==> src/rtl/pwmt_pkg.sv <==
package pwmt_pkg;

  localparam int EN_SET_ADDR  = 0;
  localparam int EN_CLR_ADDR  = 1;
  localparam int EN_STAT_ADDR = 2;
  localparam int CH_BASE_ADDR = 8;
  localparam int CH_STRIDE    = 4;

  localparam int CTRL_W = 3;

  typedef enum logic [1:0] {
    REG_CTRL   = 2'd0,
    REG_COUNT  = 2'd1,
    REG_DUTY   = 2'd2,
    REG_PERIOD = 2'd3
  } chan_reg_e;

  typedef struct packed {
    logic abrupt;    // bit 2
    logic init_lvl;  // bit 1
    logic out_en;    // bit 0
  } chan_ctrl_t;

endpackage

==> src/rtl/pwmt_decode.sv <==
module pwmt_decode
  import pwmt_pkg::*;
#(
  parameter int NUM_CH = 8,
  parameter int ADDR_W = 6,
  parameter int IDX_W  = 3
) (
  input  logic [ADDR_W-1:0] addr,
  input  logic              we,
  output logic              set_we,
  output logic              clr_we,
  output logic              stat_hit,
  output logic              ch_hit,
  output logic [IDX_W-1:0]  ch_idx,
  output chan_reg_e         reg_off,
  output logic [NUM_CH-1:0] ch_we
);

  localparam int CH_END = CH_BASE_ADDR + CH_STRIDE * NUM_CH;

  logic [ADDR_W-1:0] rel;

  assign set_we   = we && (addr == ADDR_W'(EN_SET_ADDR));
  assign clr_we   = we && (addr == ADDR_W'(EN_CLR_ADDR));
  assign stat_hit = (addr == ADDR_W'(EN_STAT_ADDR));
  assign ch_hit   = (int'(addr) >= CH_BASE_ADDR) && (int'(addr) < CH_END);
  assign rel      = addr - ADDR_W'(CH_BASE_ADDR);
  assign ch_idx   = IDX_W'(rel >> 2);
  assign reg_off  = chan_reg_e'(rel[1:0]);

  for (genvar i = 0; i < NUM_CH; i++) begin : g_we
    assign ch_we[i] = we && ch_hit && (ch_idx == IDX_W'(i));
  end

endmodule

==> src/rtl/pwmt_enable.sv <==
module pwmt_enable #(
  parameter int NUM_CH = 8
) (
  input  logic              clk,
  input  logic              rst_n,
  input  logic              set_we,
  input  logic              clr_we,
  input  logic [NUM_CH-1:0] mask,
  output logic [NUM_CH-1:0] run_q
);

  logic [NUM_CH-1:0] set_m, clr_m;

  assign set_m = set_we ? mask : '0;
  assign clr_m = clr_we ? mask : '0;

  always_ff @(posedge clk or negedge rst_n) begin
    if (!rst_n) run_q <= '0;
    else        run_q <= (run_q | set_m) & ~clr_m;
  end

endmodule

==> src/rtl/pwmt_channel.sv <==
module pwmt_channel
  import pwmt_pkg::*;
#(
  parameter int CNT_W = 16
) (
  input  logic             clk,
  input  logic             rst_n,
  input  logic             tick,
  input  logic             run,
  input  logic             wr_en,
  input  chan_reg_e        wr_off,
  input  logic [CNT_W-1:0] wr_data,
  output chan_ctrl_t       ctrl_q,
  output logic [CNT_W-1:0] cnt_q,
  output logic [CNT_W-1:0] duty_q,
  output logic [CNT_W-1:0] period_q,
  output logic             adv,
  output logic             wrap,
  output logic             cnt_wr,
  output logic             pin
);

  // Count after one step: wrap to zero on reaching the period value.
  function automatic logic [CNT_W-1:0] step_count(input logic [CNT_W-1:0] c,
                                                  input logic [CNT_W-1:0] p);
    return (c == p) ? '0 : c + 1'b1;
  endfunction

  // Past the duty point inside a period; a duty above period never matches.
  function automatic logic past_duty(input logic [CNT_W-1:0] c,
                                     input logic [CNT_W-1:0] d,
                                     input logic [CNT_W-1:0] p);
    return (d <= p) && (c >= d);
  endfunction

  logic drain_q;
  logic active;

  assign adv    = run && tick;
  assign wrap   = adv && (cnt_q == period_q);
  assign cnt_wr = wr_en && (wr_off == REG_COUNT);

  always_ff @(posedge clk or negedge rst_n) begin
    if (!rst_n) begin
      ctrl_q   <= '0;
      duty_q   <= '0;
      period_q <= '0;
    end else if (wr_en) begin
      case (wr_off)
        REG_CTRL:   ctrl_q   <= chan_ctrl_t'(wr_data[CTRL_W-1:0]);
        REG_DUTY:   duty_q   <= wr_data;
        REG_PERIOD: period_q <= wr_data;
        default:    ;
      endcase
    end
  end

  always_ff @(posedge clk or negedge rst_n) begin
    if (!rst_n)      cnt_q <= '0;
    else if (cnt_wr) cnt_q <= wr_data;
    else if (adv)    cnt_q <= step_count(cnt_q, period_q);
  end

  // Set while the output is or was enabled within the current period.
  always_ff @(posedge clk or negedge rst_n) begin
    if (!rst_n) drain_q <= 1'b0;
    else        drain_q <= (ctrl_q.out_en | drain_q) & ~wrap;
  end

  assign active = ctrl_q.out_en | (drain_q & ~ctrl_q.abrupt);
  assign pin    = ctrl_q.init_lvl ^ (active & past_duty(cnt_q, duty_q, period_q));

endmodule

==> src/rtl/pwmt_bank.sv <==
module pwmt_bank
  import pwmt_pkg::*;
#(
  parameter int NUM_CH = 8,
  parameter int CNT_W  = 16,
  parameter int ADDR_W = 6
) (
  input  logic              clk,
  input  logic              rst_n,
  input  logic [ADDR_W-1:0] bus_addr,
  input  logic [CNT_W-1:0]  bus_wdata,
  input  logic              bus_we,
  output logic [CNT_W-1:0]  bus_rdata,
  input  logic [NUM_CH-1:0] tick,
  output logic [NUM_CH-1:0] pwm_out
);

  localparam int IDX_W = (NUM_CH > 1) ? $clog2(NUM_CH) : 1;

  logic                          set_we, clr_we, stat_hit, ch_hit;
  logic [IDX_W-1:0]              ch_idx;
  chan_reg_e                     reg_off;
  logic [NUM_CH-1:0]             ch_we;
  logic [NUM_CH-1:0]             run_q;
  logic [NUM_CH-1:0]             adv_ev, wrap_ev, cnt_wr_ev;
  logic [NUM_CH-1:0]             oe_v, init_v, abrupt_v;
  chan_ctrl_t [NUM_CH-1:0]       ctrl_a;
  logic [NUM_CH-1:0][CNT_W-1:0]  cnt_a, duty_a, period_a;

  pwmt_decode #(.NUM_CH(NUM_CH), .ADDR_W(ADDR_W), .IDX_W(IDX_W)) dec_i (
    .addr(bus_addr), .we(bus_we), .set_we(set_we), .clr_we(clr_we),
    .stat_hit(stat_hit), .ch_hit(ch_hit), .ch_idx(ch_idx),
    .reg_off(reg_off), .ch_we(ch_we)
  );

  pwmt_enable #(.NUM_CH(NUM_CH)) en_i (
    .clk(clk), .rst_n(rst_n), .set_we(set_we), .clr_we(clr_we),
    .mask(bus_wdata[NUM_CH-1:0]), .run_q(run_q)
  );

  for (genvar i = 0; i < NUM_CH; i++) begin : g_ch
    pwmt_channel #(.CNT_W(CNT_W)) ch_i (
      .clk(clk), .rst_n(rst_n), .tick(tick[i]), .run(run_q[i]),
      .wr_en(ch_we[i]), .wr_off(reg_off), .wr_data(bus_wdata),
      .ctrl_q(ctrl_a[i]), .cnt_q(cnt_a[i]), .duty_q(duty_a[i]),
      .period_q(period_a[i]), .adv(adv_ev[i]), .wrap(wrap_ev[i]),
      .cnt_wr(cnt_wr_ev[i]), .pin(pwm_out[i])
    );
    assign oe_v[i]     = ctrl_a[i].out_en;
    assign init_v[i]   = ctrl_a[i].init_lvl;
    assign abrupt_v[i] = ctrl_a[i].abrupt;
  end

  always_comb begin
    bus_rdata = '0;
    if (stat_hit) begin
      bus_rdata = CNT_W'(run_q);
    end else if (ch_hit) begin
      case (reg_off)
        REG_CTRL:   bus_rdata = CNT_W'(ctrl_a[ch_idx]);
        REG_COUNT:  bus_rdata = cnt_a[ch_idx];
        REG_DUTY:   bus_rdata = duty_a[ch_idx];
        REG_PERIOD: bus_rdata = period_a[ch_idx];
        default:    bus_rdata = '0;
      endcase
    end
  end

endmodule

==> config.mk <==
export PLATFORM = sky130hd
export DESIGN_NAME = pwmt_bank
export DESIGN_NICKNAME = d
export VERILOG_FILES = /design/src/rtl/pwmt_pkg.sv /design/src/rtl/pwmt_decode.sv /design/src/rtl/pwmt_enable.sv /design/src/rtl/pwmt_channel.sv /design/src/rtl/pwmt_bank.sv
export SDC_FILE = /design/constraint.sdc
export NUM_CORES = 1
export LEC_CHECK = 0
export BUFFER_PORTS_ARGS = -buffer_cell sky130_fd_sc_hd__clkbuf_2
export CAP_MARGIN = 40
export CORE_MARGIN = 3
export CORE_UTILIZATION = 55
export DETAILED_ROUTE_END_ITERATION = 10
export PLACE_DENSITY_LB_ADDON = 0.2
export SLEW_MARGIN = 30
export SYNTH_ARGS = -nofsm -noshare
export SYNTH_HDL_FRONTEND = slang
export SYNTH_HIERARCHICAL = 1
export SYNTH_SLANG_ARGS = --single-unit
==> constraint.sdc <==
create_clock -name clk -period 2.7 [get_ports clk]
set_input_delay 0.135 -clock clk [delete_from_list [all_inputs] [get_ports clk]]
set_output_delay 0.135 -clock clk [all_outputs]
set_load 0.05 [all_outputs]
==> metrics.txt <==
Leak 0.0177 µW; critical path type reg -> out; max-slew violation count 0; dpl ws 0.0275 ns; worst slew pin tran 0.807 ns; Max transition margin 46.2%; most frequent cells in the layout buf_4 (379), dfrtp_1 (331), inv_1 (305); slowest cell on the critical path dfrtp_2; gr usage total 41.0%; Final Worst Setup Slack -0.325 ns; worst-path maximum fanout 3; RSZ-0062 raised after global routing yes; # rows 85; required time of the critical path 2.57 ns; Sink Count 424; distinct cell type count after synthesis 72; Starting Density 56.2%; Tightest Hold Check Type in -> reg; H-tree depth 2; cells after synthesis 2,964; area grow syn2layout 24.7%; WP buf/inv 1; TritonCTS Buffers 50; Crit path depth 7; Layout fillers 4,031; failing checks negative setup slack; syn nets 3,261; drt via density 6.68; initial DRC count 3,850; Synth Warn # 6; final core occ 70.1%; hold path cells 4; maximum VDD drop 0.607 mV; Setup-failing EPs final 17; crit path capture type output port; Worst EP arrival 2.89 ns; max incr delay on CP 0.46 ns; Post-synth EDFFs 0; antenna violations before repair 3; post-synth top area share 34.7%; Max Root-Sink Buffers 3; Die H 242 µm; Post-DRT Antenna Nets 0; Mean Syn Cell Area 10.3 µm²; drt pass-1 iters 6; chip width 242 µm; total die area 0.0585 mm²; number of remaining DRC errors 0; startpoint types flop; crit-path cells ha_4, nand4_1, nor4_4, nor3b_4, a21oi_1, o311ai_2, clkbuf_8; vias in the first global route 27.5k; clock root cell clkbuf_16; Power Density 766 mW/mm²; gpl congestion 1.06; Avg WL per Cell 29.5 µm; asr flop ratio synth 100%; CORE AREA 0.0545 mm²; first-pass GRT wire length 178,000 µm; overall power 29,300 µW; vias 27.9k; multi-input logic area 0.0193 mm²; Seq cells post-synth 424; status finished, violations left; Post-synth top flop dfrtp_1; fin crit share 112%; overflow left after global routing 0; cells on worst reg2reg path 6; largest net degree at the start of global routing 63; HPWL after detailed placement 89,600 µm; crit-path leading delay family simple AND/OR/NAND/NOR gates; Setup Skew 0.00970 ns; min Tclk post-route 3.02 ns; commonest non-fill, non-tap cell in the layout buf_4; sequential cell area fraction in the yosys report 34.7%; Clock Latency Late Sink 0.63 ns; Final Hold Fails 0; IO buf count 56; register area 0.0107 mm²; maxcap violations 0; Area contributors post-synth dfrtp_1 (35%), ha_1 (11%), mux2_2 (9.9%), mux4_2 (5.6%), xor2_1 (4.1%); IO Pins 57; share of cells above drive strength 1 34.9%; fmax 331 MHz; Clock Pin Slew Worst Setup and Hold Paths 0.06 ns; CTS tree done; drt total wl 123,000 µm; setup TNS -2.23 ns; nets 3,698; area leader, netlist dfrtp_1; Post-Syn Area 0.0306 mm²
==> cells in the mapped netlist, types with 37 or more instances <==
| cell type | instances |
|---|---|
| dfrtp_1 | 424 |
| inv_1 | 323 |
| mux2_2 | 268 |
| ha_1 | 264 |
| nand2_1 | 219 |
| xor2_1 | 143 |
| nor2_1 | 107 |
| nand4_1 | 100 |
| a21oi_1 | 99 |
| mux2i_1 | 86 |
| mux4_2 | 76 |
| o21ai_0 | 63 |
| o31ai_1 | 62 |
| xnor2_1 | 60 |
| nand3_1 | 49 |
| a22oi_1 | 44 |
| clkbuf_1 | 38 |
| o211ai_1 | 37 |
==> tightest hold or removal path: stages <==
cell and delay, ns:
clkbuf_2 0.08, nand2_1 0.14, nand2_1 0.12, o221ai_1 0.11
==> registers in the layout, summed over array words and instances, names as in the netlist <==
name and cells:
en_i/run_q 8, g_ch.ch_i/drain_q 8, g_ch.ch_i/cnt_q 128, g_ch.ch_i/duty_q 128, g_ch.ch_i/ctrl_q 24, g_ch.ch_i/period_q 128
==> power by group <==
part           internal, µW  total (µW)  leakage, µW  switching [µW]
clock                  4530        7490     0.000875            2960
sequential             7490        9370      0.00540            1880
combinational          5670       12400       0.0114            6720
total                 17700       29300       0.0177           11600
==> per-layer routing <==
| layer | up-vias | part of all wire (%) | global-route usage [%] |
|---|---|---|---|
| met3 | 390 | 14 | 12.7 |
| li1 | 11725 | - | - |
| met1 | 13932 | 41 | 59.4 |
| met5 | - | 0.028 | 0 |
| met2 | 1884 | 39 | 54.8 |
| met4 | 4 | 6.1 | 20.8 |
==> area by class of cell <==
type | count | share of cell area (%)
antenna | 1 | 0.00655
clock buffer | 74 | 3.97
clock inverter | 17 | 0.695
inverter | 324 | 3.20
multi-input combinational | 2115 | 50.5
sequential | 424 | 28.1
tap | 739 | 2.42
timing repair buffer | 486 | 11.1
==> metrics by stage <==
| stage | hold slack, ns | area (µm²) | std cells |
|---|---|---|---|
| after floorplan | -0.161 | 30700 | 2964 |
| after global placement | 0.146 | 33800 | 3951 |
| after detailed placement | 0.151 | 33900 | 3957 |
| after CTS | 0.0106 | 37600 | 4161 |
| after global routing | 0.0711 | 38200 | 4179 |
| final | 0.0287 | 38200 | 4180 |
==> kinds of logic after synthesis <==
kind of cell / count (synthesis) / share of synthesized area [%]
AOI/OAI and AO/OA: 517 / 12.0
and+or+nand+nor: 701 / 12.4
DFF: 424 / 34.7
xor gates and xnor gates: 203 / 5.81
buffers and inverters: 425 / 6.03
muxes: 430 / 18.3
adders and majority gates: 264 / 10.8
==> final timing paths <==
check	startpoint	end	slack, ns
worst max-delay path	g_ch[2].ch_i/duty_q[5]	pwm_out[2]	-0.32
worst min-delay path	tick[7]	g_ch[7].ch_i/cnt_q[1]	0.03
worst max register to register	g_ch[1].ch_i/cnt_q[14]	g_ch[1].ch_i/cnt_q[5]	0.29
worst min register to register	g_ch[2].ch_i/drain_q	g_ch[2].ch_i/drain_q	0.52
max in group asynchronous	rst_n	g_ch[6].ch_i/cnt_q[10]	1.70
min in group asynchronous	rst_n	g_ch[4].ch_i/cnt_q[12]	0.07
==> timing repair <==
item,4_1_cts,5_1_grt
hold buffers,1,0
pin swaps,58,46
endpoints found under the hold margin,158,0
setup buffers,114,22
endpoints found under the setup margin,21,24
gates cloned,0,0
gates resized for setup,257,97
(Power assumes the default switching activity.)
